### config.mk
export PLATFORM = sky130hd
export DESIGN_NAME = parity_guarded_reg
export DESIGN_NICKNAME = d
export VERILOG_FILES = /design/src/rtl/pgr_pkg.sv /design/src/rtl/pgr_key_reg.sv /design/src/rtl/pgr_lane.sv /design/src/rtl/pgr_err_merge.sv /design/src/rtl/parity_guarded_reg.sv
export SDC_FILE = /design/constraint.sdc
export NUM_CORES = 1
export LEC_CHECK = 0
export ABC_AREA = 1
export BUFFER_PORTS_ARGS = -buffer_cell sky130_fd_sc_hd__buf_2
export CORE_MARGIN = 4
export CORE_UTILIZATION = 40
export CTS_CLUSTER_SIZE = 10
export DETAILED_ROUTE_END_ITERATION = 8
export GPL_TIMING_DRIVEN = 1
export PLACE_DENSITY = 0.68
export SLEW_MARGIN = 20
export SYNTH_ARGS = -nofsm -noshare
export SYNTH_HDL_FRONTEND = slang
export SYNTH_SLANG_ARGS = --single-unit
### constraint.sdc
create_clock -name clk -period 1.9 [get_ports clk]
set_input_delay 0.285 -clock clk [delete_from_list [all_inputs] [get_ports clk]]
set_output_delay 0.285 -clock clk [all_outputs]
set_load 0.01 [all_outputs]
### src/rtl/pgr_pkg.sv
package pgr_pkg;

  // Even parity of one byte lane: the stored bit makes the total count of ones even.
  function automatic logic even_par8(input logic [7:0] b);
    return ^b;
  endfunction

endpackage

### src/rtl/pgr_key_reg.sv
module pgr_key_reg #(
  parameter int          KEY_W    = 4,
  parameter logic [3:0]  KEY_OPEN = 4'b1010
) (
  input  logic             clk,
  input  logic             rst_n,
  input  logic             ld,
  input  logic [KEY_W-1:0] d,
  output logic [KEY_W-1:0] key_q,
  output logic             test_on
);

  logic [KEY_W-1:0] key_d;

  always_comb begin
    key_d = key_q;
    if (ld) key_d = d;
  end

  always_ff @(posedge clk or negedge rst_n) begin
    if (!rst_n) key_q <= '0;
    else        key_q <= key_d;
  end

  // Only the exact unlock pattern opens the test view.
  assign test_on = (key_q == KEY_OPEN[KEY_W-1:0]);

endmodule

### src/rtl/pgr_lane.sv
module pgr_lane
  import pgr_pkg::*;
#(
  parameter int W = 8
) (
  input  logic         clk,
  input  logic         rst_n,
  input  logic         test_on,
  input  logic         we,
  input  logic [W-1:0] d,
  output logic [W-1:0] data_q,
  output logic         err,
  output logic [W-1:0] view
);

  logic [W-1:0] data_d;
  logic         par_q;
  logic         par_d;

  always_comb begin
    data_d = data_q;
    par_d  = par_q;
    if (we) begin
      if (!test_on) begin
        data_d = d;
        par_d  = even_par8(d);
      end else if (d[0]) begin
        par_d = ~par_q;
      end
    end
  end

  always_ff @(posedge clk or negedge rst_n) begin
    if (!rst_n) begin
      data_q <= '0;
      par_q  <= 1'b0;
    end else begin
      data_q <= data_d;
      par_q  <= par_d;
    end
  end

  assign err  = even_par8(data_q) ^ par_q;
  assign view = test_on ? {{(W-1){1'b0}}, err} : data_q;

endmodule

### src/rtl/pgr_err_merge.sv
module pgr_err_merge #(
  parameter int N = 4
) (
  input  logic [N-1:0] lane_err,
  output logic         any_err
);

  always_comb begin
    any_err = 1'b0;
    for (int i = 0; i < N; i++) any_err = any_err | lane_err[i];
  end

endmodule

### src/rtl/parity_guarded_reg.sv
module parity_guarded_reg #(
  parameter int          NBYTES   = 4,
  parameter int          KEY_W    = 4,
  parameter logic [3:0]  KEY_OPEN = 4'b1010
) (
  input  logic                  clk,
  input  logic                  rst_n,
  input  logic                  wr_en,
  input  logic [NBYTES-1:0]     wr_be,
  input  logic [NBYTES*8-1:0]   wr_data,
  input  logic                  key_wr_en,
  input  logic [KEY_W-1:0]      key_wr_data,
  output logic [KEY_W-1:0]      key_q,
  output logic [NBYTES*8-1:0]   rd_data,
  output logic                  par_err
);

  localparam int BYTE_W = 8;
  localparam int DATA_W = NBYTES * BYTE_W;

  logic              test_on;
  logic [DATA_W-1:0] data_all;
  logic [NBYTES-1:0] err_vec;

  pgr_key_reg #(
    .KEY_W    (KEY_W),
    .KEY_OPEN (KEY_OPEN)
  ) u_key (
    .clk     (clk),
    .rst_n   (rst_n),
    .ld      (key_wr_en),
    .d       (key_wr_data),
    .key_q   (key_q),
    .test_on (test_on)
  );

  for (genvar g = 0; g < NBYTES; g++) begin : g_lane
    pgr_lane #(
      .W (BYTE_W)
    ) u_lane (
      .clk     (clk),
      .rst_n   (rst_n),
      .test_on (test_on),
      .we      (wr_en & wr_be[g]),
      .d       (wr_data[g*BYTE_W +: BYTE_W]),
      .data_q  (data_all[g*BYTE_W +: BYTE_W]),
      .err     (err_vec[g]),
      .view    (rd_data[g*BYTE_W +: BYTE_W])
    );
  end

  pgr_err_merge #(
    .N (NBYTES)
  ) u_merge (
    .lane_err (err_vec),
    .any_err  (par_err)
  );

endmodule

==> results.yml, run 1 <==
power:
  p_switching_mw: 1.237
  peakVddDrop_v: 0.0004526
  internal_power_mw: 1.880
  clkPwrFrac_pct: 18.6
  swShare_pct: 39.69
  leakage_nw: 1.974
  power_density_nw_per_um2: 851.7
  combPwrFrac_pct: 45.4
  seqPwrFrac_pct: 35.9
timing:
  maxSlewViolCount: 0
  setup_viol: 0
  hold_viol: 0
  worstMarginPinSlew_ns: 0.5157
  rsz0062_at_grt: "true"
  max_freq_mhz: 544.5
  finalCritPeriodShare_pct: 96.66
  min_period_ns: 1.837
  fin_skew_ns: 0.006972
  setup-tns-final_ns: 0
  worst_slack_ns: 0.06345
  whs_ns: 0.04857
  relSlewSlack_pct: 65.62
detailed_routing:
  drtPass1Iterations: 4
  vias_per_cell: 4.706
  drtIter0Drc: 109
  routed_wl_um: 6727
  dr_wl_met3_um: 314
  dr.max_layer_used: "met4"
  ant_nets: 0
  met2_wirelength_um: 3455
  wl_met1_um: 2889
  num_vias: 2880
  wire_per_inst_um: 10.99
  route.detailed.drc: 0
synthesis:
  synth.cell_area_um2: 2879
  syn_nets: 463
  synth-seq-cells: 40
  synth_top_cell_by_area: "dfrtp_1"
  yosysWarnings: 0
  synth_area_leaders: "dfrtp_1 35%, nand2_1 17%, nor2_1 8.3%, inv_1 6.5%, xnor2_1 6.1%"
  synth_top_area_share_pct: 34.77
  yosysSeqAreaShare_pct: 34.77
  synth_cell_types: 21
  syn_inst: 419
  syn_area_per_cell_um2: 6.871
clock_tree:
  cts_buffer_depth: 2
  cts_buffers: 5
  hold_buffers: 0
  cts_tree: "yes"
  cts.clk_slew.worst_paths_ns: 0.08
  cts_root_buf: "clkbuf_8"
  clock-sinks: 40
  cts_htree_levels: 2
  clkLatencyLatePin_ns: 0.29
finish:
  layout-drive-gt1-share_pct: 34.11
  final-seq-area_um2: 1001
  fin_area_um2: 3660
  fin_util_pct: 52.99
  syn2layout_area_growth_pct: 27.12
  final_common_cell: "nand2_1"
  multi_input_area_um2: 1718
  layout.nets: 559
  n_antenna_cell: 0
  nFillCells: 733
  layout_common_cells: "108 x nand2_1, 80 x buf_2, 61 x nor2_1, 40 x dfrtp_1"
setup_path:
  cp-start-kind: "flop"
  crit_type: "flop to primary output"
  cp-end-kind: "primary output"
  cp_max_fo: 3
  arrival_ns: 1.55
  crit_start: "g_lane[3].u_lane.data_q[0]$_DFFE_PN0P_"
  required_ns: 1.62
  r2r_start: "u_key.key_q[2]$_DFFE_PN0P_"
grt:
  grt_pass1_vias: 2694
  grt_max_degree: 41
  grt_antenna_before_repair: 0
  grt_pass1_wl_um: 11390
  grt.total_usage_pct: 16.02
  grt-ovfl-total: 0
floorplan:
  num_io_pins: 81
  dieArea_um2: 8619
  die_h_um: 92.84
  core_um2: 6907
  die_w_um: 92.84
  num_rows: 30
  initial_core_util_pct: 41.68
job:
  drv_cap: 0
run_status:
  run_status: "finished clean"
place:
  dp.final_hpwl_um: 5171
  postPlaceCellArea_um2: 3356
  post-place-ws_ns: 0.2772
  port-buffer-count: 80
  gp_congestion: 0.7949
worst_hold_path:
  hp-class: "primary input to asynchronous set/reset pin"
==> layer usage <==
layer	vias up	GRT usage, %
li1	1495	-
met1	1326	19.96
met2	52	27.65
met3	7	3.899
met4	0	4.151
met5	-	0
==> state kept, by name, summed over array words and instances (netlist names) <==
name / cells
g_lane.u_lane.data_q: 32
g_lane.u_lane.par_q: 4
u_key.key_q: 4
==> power by group through the flow <==
stage          sequential, mW  clock (mW)  combinational [mW]
6_report                 1.12       0.581                1.42
5_1_grt                  1.14       0.644                1.62
4_1_cts                  1.10       0.601                1.24
3_5_place_dp             1.12           0                1.23
3_3_place_gp             1.11           0                1.21
2_1_floorplan            1.10           0               0.861
==> per-stage QoR <==
step,power [mW],cells
final,3.117,612
after global routing,3.403,612
after CTS,2.944,600
after detailed placement,2.350,592
after global placement,2.318,592
after floorplan,1.958,419
==> cell usage after synthesis <==
cell type  count
nor2_2         3
a21oi_2        3
o31ai_1        1
inv_2          1
nand2_1      133
nand2_4        3
nand3_4        1
nor2_1        64
buf_4          2
buf_8          4
xor2_1        19
xnor2_1       20
nand3_1       33
o211ai_4       1
o21ai_0        9
nand4_4        1
mux2_2         2
dfrtp_1       40
buf_6          1
a21oi_1       28
inv_1         50
==> critical path: stages (launching register included) <==
cell and delay, ns:
dfrtp_1 0.41, inv_2 0.06, nand2_2 0.08, nand2_2 0.06, nand2_2 0.06, nand2_1 0.05, nand2_1 0.07, nand2_1 0.05
nand2_1 0.06, nand2_2 0.06, nor2_2 0.10, nand2_1 0.06, buf_2 0.14
==> timing repair <==
action / in CTS / in global routing
pin swaps: 1 / 21
setup endpoints to repair: 5 / 5
resized for setup: 6 / 57
buffers inserted: 0 / 12
cloned: 0 / 0
==> logic make-up (layout without fill, tap and decap cells) <==
kind of cell    after synthesis  count (layout)  synth area share, %
compound gates               42              42                8.344
xor+xnor                     39              39                11.86
buf+inv                      58             155                9.648
flops                        40              40                34.77
mux                           2               2               0.7822
simple gates                238             238                34.59
==> final timing paths <==
check	slack, ns	cells past startpoint	end
min	0.05	2	g_lane[0].u_lane.data_q[0]$_DFFE_PN0P_
min reg2reg	0.56	2	g_lane[1].u_lane.data_q[2]$_DFFE_PN0P_
max reg2reg	0.54	7	g_lane[2].u_lane.par_q$_DFFE_PN0P_
min in group clk	0.21	3	u_key.key_q[2]$_DFFE_PN0P_
max	0.06	12	par_err
max in group asynchronous	1.50	2	g_lane[2].u_lane.data_q[2]$_DFFE_PN0P_
==> layout make-up <==
cell class | instances | area share [%]
multi-input cells | 321 | 46.94
flip-flops and latches | 40 | 27.35
repair buffers | 96 | 14.67
inverters | 51 | 5.299
well taps | 96 | 3.282
clock buffers | 8 | 2.462
Power figures use the tool's default switching activity.
==> run 2: changes to the inputs <==
RECOVER_POWER = 100   (was not set)
==> run 2 against run 1 <==
Against the previous run:
- combinational power about the same
- non-clock buffer count unchanged
- wire length about the same
- global-route usage unchanged
- worst hold slack better by 0.16 ns
- maximum frequency about the same
- design area down 1.5%
- clock skew up 0.00060 ns
- clock power about the same
- critical endpoint unchanged
==> results.yml, run 2 (same netlist as run 1, synthesis figures left out) <==
run_status:
  run_status: "finished clean"
finish:
  largest_register_ffs: 32
  final_common_cell: "nand2_1"
  layout_common_cells: "108 x nand2_1, 64 x buf_2, 63 x nor2_1, 40 x dfrtp_1"
  regMostFlops: "g_lane.u_lane.data_q"
  layout.nets: 559
  n_antenna_cell: 0
  layout-drive-gt1-share_pct: 30.62
  syn2layout_area_growth_pct: 25.25
  top_regs: "g_lane.u_lane.data_q (32), g_lane.u_lane.par_q (4), u_key.key_q (4)"
  nFillCells: 743
timing:
  relSlewSlack_pct: 33.15
  whs_ns: 0.2050
  maxSlewViolCount: 0
  worstMarginPinSlew_ns: 1.003
  worst_slack_ns: 0.06491
  finalCritPeriodShare_pct: 96.58
  min_period_ns: 1.835
  setup_viol: 0
  fin_skew_ns: 0.007571
  rsz0062_at_grt: "true"
  hold_viol: 0
  max_freq_mhz: 544.9
detailed_routing:
  drtIter0Drc: 120
  wire_per_inst_um: 11.00
  routed_wl_um: 6731
  num_vias: 2864
  ant_nets: 0
  route.detailed.drc: 0
  drtPass1Iterations: 5
  vias_per_cell: 4.680
floorplan:
  num_rows: 30
  dieArea_um2: 8619
  die_w_um: 92.84
  core_um2: 6907
  die_h_um: 92.84
  num_io_pins: 81
  initial_core_util_pct: 41.68
grt:
  grt.total_usage_pct: 16.02
  grt_max_degree: 41
  grt_pass1_vias: 2694
  grt-ovfl-total: 0
  grt_antenna_before_repair: 0
  grt_pass1_wl_um: 11390
clock_tree:
  cts.clk_slew.worst_paths_ns: 0.08
  clkLatencyLatePin_ns: 0.29
  cts_root_buf: "clkbuf_8"
  cts_htree_levels: 2
  cts_buffer_depth: 2
  hold_buffers: 0
  cts_buffers: 5
  cts_tree: "yes"
  clock-sinks: 40
power:
  peakVddDrop_v: 0.0004540
  power_density_nw_per_um2: 859.1
  leakage_nw: 1.926
setup_path:
  critPathMaxStageDelay_ns: 0.41
  crit_chain: "inv_2 > nand2_2 > nand2_2 > nand2_2 > nand2_1 > nand2_1 > nand2_1 > nand2_1 > nand2_2 > nor2_2 > nand2_1 > buf_2"
  cp_max_fo: 3
  cp-end-kind: "primary output"
  crit_top_cell: "nand2_1"
  arrival_ns: 1.55
  cp-start-kind: "flop"
  required_ns: 1.62
  slowest_stage: "dfrtp_1"
  crit_type: "flop to primary output"
job:
  drv_cap: 0
place:
  post-place-ws_ns: 0.2772
  port-buffer-count: 80
  gp_congestion: 0.7949
  dp.final_hpwl_um: 5171
worst_hold_path:
  hp-class: "primary input to flop"
run 2: cell count changes in the layout (fill, tap and decap cells not counted), moves of 2 or more:
| cell | delta |
|---|---|
| clkbuf_1 | +16 |
| nor2_1 | +2 |
| clkbuf_2 | +3 |
| nor2_2 | -2 |
| buf_4 | -3 |
| buf_2 | -16 |
run 2: final cells by class:
| cell class | instances | area, µm² | area share, % |
|---|---|---|---|
| multi-input cells | 321 | 1700 | 47.15 |
| clock buffers | 8 | 90.09 | 2.498 |
| flip-flops and latches | 40 | 1001 | 27.76 |
| repair buffers | 96 | 500.5 | 13.88 |
| inverters | 51 | 193.9 | 5.378 |
| well taps | 96 | 120.1 | 3.331 |
run 2: timing repair:
| item | CTS | global route |
|---|---|---|
| endpoints found under the setup margin | 5 | 5 |
| buffers inserted | 0 | 12 |
| pin swaps | 1 | 21 |
| resized for setup | 6 | 57 |
run 2: worst paths after layout:
check	from	endpoint	slack, ns	cells past startpoint
hold reg to reg	g_lane[1].u_lane.data_q[2]$_DFFE_PN0P_	g_lane[1].u_lane.data_q[2]$_DFFE_PN0P_	0.56	2
setup / recovery	g_lane[3].u_lane.data_q[0]$_DFFE_PN0P_	par_err	0.06	12
max in group asynchronous	rst_n	g_lane[2].u_lane.data_q[2]$_DFFE_PN0P_	1.05	2
setup reg to reg	u_key.key_q[3]$_DFFE_PN0P_	g_lane[0].u_lane.data_q[6]$_DFFE_PN0P_	0.24	5
hold / removal	key_wr_data[0]	u_key.key_q[0]$_DFFE_PN0P_	0.20	3
min in group asynchronous	rst_n	u_key.key_q[2]$_DFFE_PN0P_	0.24	2
run 2: through the flow:
step	std cells	utilization (%)	TNS, ns	power [mW]	instance area (µm²)
floorplan	419	-	0	1.958	2879
global placement	592	48.59	0	2.318	3356
detailed placement	592	48.59	0	2.350	3356
CTS	600	49.93	-0.001407	2.944	3448
global route	612	52.21	-0.2580	3.378	3606
finish	612	52.21	0	3.098	3606
run 2: critical path, delay by kind of cell, from the launching register on:
kind	cells	cell delay (ns)
and+or+nand+nor	10	0.65
DFF	1	0.41
buffers and inverters	2	0.20
run 2: per-layer routing:
metal | vias up | track usage [%] | share of wire (%)
met5 | - | 0 | 0
met4 | 0 | 4.151 | 1.0
met3 | 7 | 3.899 | 4.0
met2 | 48 | 27.65 | 51
met1 | 1313 | 19.96 | 44
li1 | 1496 | - | -
run 2: power by group:
group          switching, mW  total [mW]  internal, mW
clock network          0.288       0.584         0.296
logic                  0.818        1.39         0.576
registers              0.133        1.12         0.987
==> run 3: changes to the inputs <==
CORE_UTILIZATION = 59   (was 40)
CTS_BUF_LIST = sky130_fd_sc_hd__clkbuf_8   (was not set)
PLACE_DENSITY = 0.93   (was 0.68)
==> run 3 against run 2 <==
Against the previous run:
- setup slack worse by 0.023 ns
- worst hold slack better by 0.0042 ns
- first-iteration DRC count is 13% higher
- register-to-register slack worse by 0.14 ns
- core utilization is 22 points higher
- maximum frequency is 1.2% lower
- largest cell class unchanged
==> results.yml, run 3 (same netlist as run 1, synthesis figures left out) <==
power:
  clkPwrFrac_pct: 18.6
  p_switching_mw: 1.244
  power_density_nw_per_um2: 873.2
  swShare_pct: 40.56
  peakVddDrop_v: 0.0004249
  p_total_mw: 3.067
  leakage_nw: 1.903
  internal_power_mw: 1.823
  combPwrFrac_pct: 45.0
  seqPwrFrac_pct: 36.4
setup_path:
  reg2reg_depth: 7
  arrival_ns: 1.57
  cp-start-kind: "flop"
  cp_max_fo: 4
  crit_type: "flop to primary output"
  required_ns: 1.62
  cp-end-kind: "primary output"
  r2r-end: "g_lane[0].u_lane.par_q$_DFFE_PN0P_"
  r2r_setup_slack_ns: 0.10
  r2r_start: "u_key.key_q[2]$_DFFE_PN0P_"
timing:
  min_period_ns: 1.858
  worst_slack_ns: 0.04237
  whs_ns: 0.2091
  setup_viol: 0
  maxSlewViolCount: 0
  max_freq_mhz: 538.3
  worstMarginPinSlew_ns: 1.179
  hold_viol: 0
  finalCritPeriodShare_pct: 97.77
  setup-tns-final_ns: 0
  fin_skew_ns: 0.005475
  rsz0062_at_grt: "true"
  relSlewSlack_pct: 21.40
clock_tree:
  clkLatencyLatePin_ns: 0.29
  clock-sinks: 40
  cts.clk_slew.worst_paths_ns: 0.07
  cts_buffer_depth: 2
  cts_buffers: 5
  cts_htree_levels: 2
  cts_tree: "yes"
  cts_root_buf: "clkbuf_8"
finish:
  layout.nets: 555
  largest_register_ffs: 32
  layout_common_cells: "112 x nand2_1, 62 x nor2_1, 55 x buf_2, 40 x dfrtp_1, 31 x inv_1"
  syn2layout_area_growth_pct: 21.99
  layout-drive-gt1-share_pct: 27.93
  fin_area_um2: 3512
  fin_util_pct: 74.36
  final_cells: 579
  final_common_cell: "nand2_1"
  top_regs: "g_lane.u_lane.data_q (32), g_lane.u_lane.par_q (4), u_key.key_q (4)"
  n_antenna_cell: 0
  regMostFlops: "g_lane.u_lane.data_q"
floorplan:
  initial_core_util_pct: 60.95
  num_io_pins: 81
  die_w_um: 77.86
  core_um2: 4723
  dieArea_um2: 6061
  num_rows: 25
  die_h_um: 77.86
place:
  port-buffer-count: 80
  dp.final_hpwl_um: 5279
  dp_cells: 563
  postPlaceCellArea_um2: 3319
  gp_congestion: 0.8257
  post-place-ws_ns: 0.3236
detailed_routing:
  drtIter0Drc: 135
  vias_per_cell: 5.031
  route.detailed.drc: 0
  ant_nets: 0
  wire_per_inst_um: 12.01
  num_vias: 2913
  drtPass1Iterations: 4
  routed_wl_um: 6951
worst_hold_path:
  hold_end: "u_key.key_q[0]$_DFFE_PN0P_"
  hold_start: "key_wr_data[0]"
  hp-class: "primary input to flop"
  holdPathStages: 3
job:
  drv_cap: 0
run_status:
  run_status: "finished clean"
grt:
  grt_max_degree: 23
  grt_pass1_wl_um: 11460
  grt_antenna_before_repair: 0
  grt.total_usage_pct: 22.83
  grt_pass1_vias: 2750
  grt-ovfl-total: 0
==> run 3: cell count changes in the layout (fill, tap and decap cells not counted), moves of 2 or more <==
cell | before | now
buf_2 | 64 | 55
clkbuf_2 | 3 | 8
nand2_1 | 108 | 112
nand3_1 | 25 | 29
nand3_2 | 9 | 5
inv_1 | 28 | 31
buf_4 | 11 | 9
nand2_2 | 26 | 24
nand2_4 | 2 | 0
==> run 3: final cells by class <==
cell class	count	area, µm²
Timing Repair Buffer	92	488.0
Tap cell	67	83.83
Fill cell	357	1211
Sequential cell	40	1001
Clock inverter	2	7.507
Multi-Input combinational cell	321	1655
Clock buffer	6	82.58
Inverter	51	193.9
==> run 3: metal layers <==
layer | track usage, % | vias up | share of wire [%]
li1 | - | 1482 | -
met1 | 27.80 | 1327 | 40
met2 | 40.92 | 92 | 52
met3 | 5.104 | 12 | 5.9
met4 | 4.982 | 0 | 1.8
met5 | 0 | - | 0
==> run 3: timing repair <==
action / 4_1_cts / 5_1_grt
setup endpoints to repair: 9 / 5
setup buffers: 0 / 7
pin swaps: 0 / 11
gates resized for setup: 1 / 57
hold buffers: 1 / 0
endpoints found under the hold margin: 20 / 0
==> run 3: how the worst max path moves through the flow <==
stage / from / to / slack [ns] / cells after the start
floorplan: u_key.key_q[2]$_DFFE_PN0P_ / rd_data[24] / 0.44 / 6
global placement: u_key.key_q[2]$_DFFE_PN0P_ / rd_data[1] / 0.37 / 6
detailed placement: g_lane[2].u_lane.data_q[3]$_DFFE_PN0P_ / par_err / 0.32 / 11
CTS: g_lane[2].u_lane.data_q[3]$_DFFE_PN0P_ / par_err / 0.005 / 11
global route: g_lane[3].u_lane.data_q[0]$_DFFE_PN0P_ / par_err / -0.08 / 12
finish: g_lane[2].u_lane.data_q[0]$_DFFE_PN0P_ / par_err / 0.04 / 11
==> run 3: worst max-delay path, stage by stage, from the launching register on <==
cell     delay, ns
dfrtp_1       0.42
inv_2         0.09
nand2_1       0.06
nand2_1       0.08
nand2_1       0.07
nand2_2       0.08
inv_1         0.04
nand3_1       0.09
nand2_2       0.06
nor2_1        0.09
nand2_1       0.07
buf_2         0.14
==> run 3: power groups by stage <==
stage	sequential, mW	combinational, mW	clock (mW)
after CTS	1.10	1.24	0.575
after floorplan	1.10	0.861	0
after global placement	1.10	1.18	0
after detailed placement	1.11	1.23	0
after global routing	1.14	1.55	0.612
final	1.12	1.38	0.570
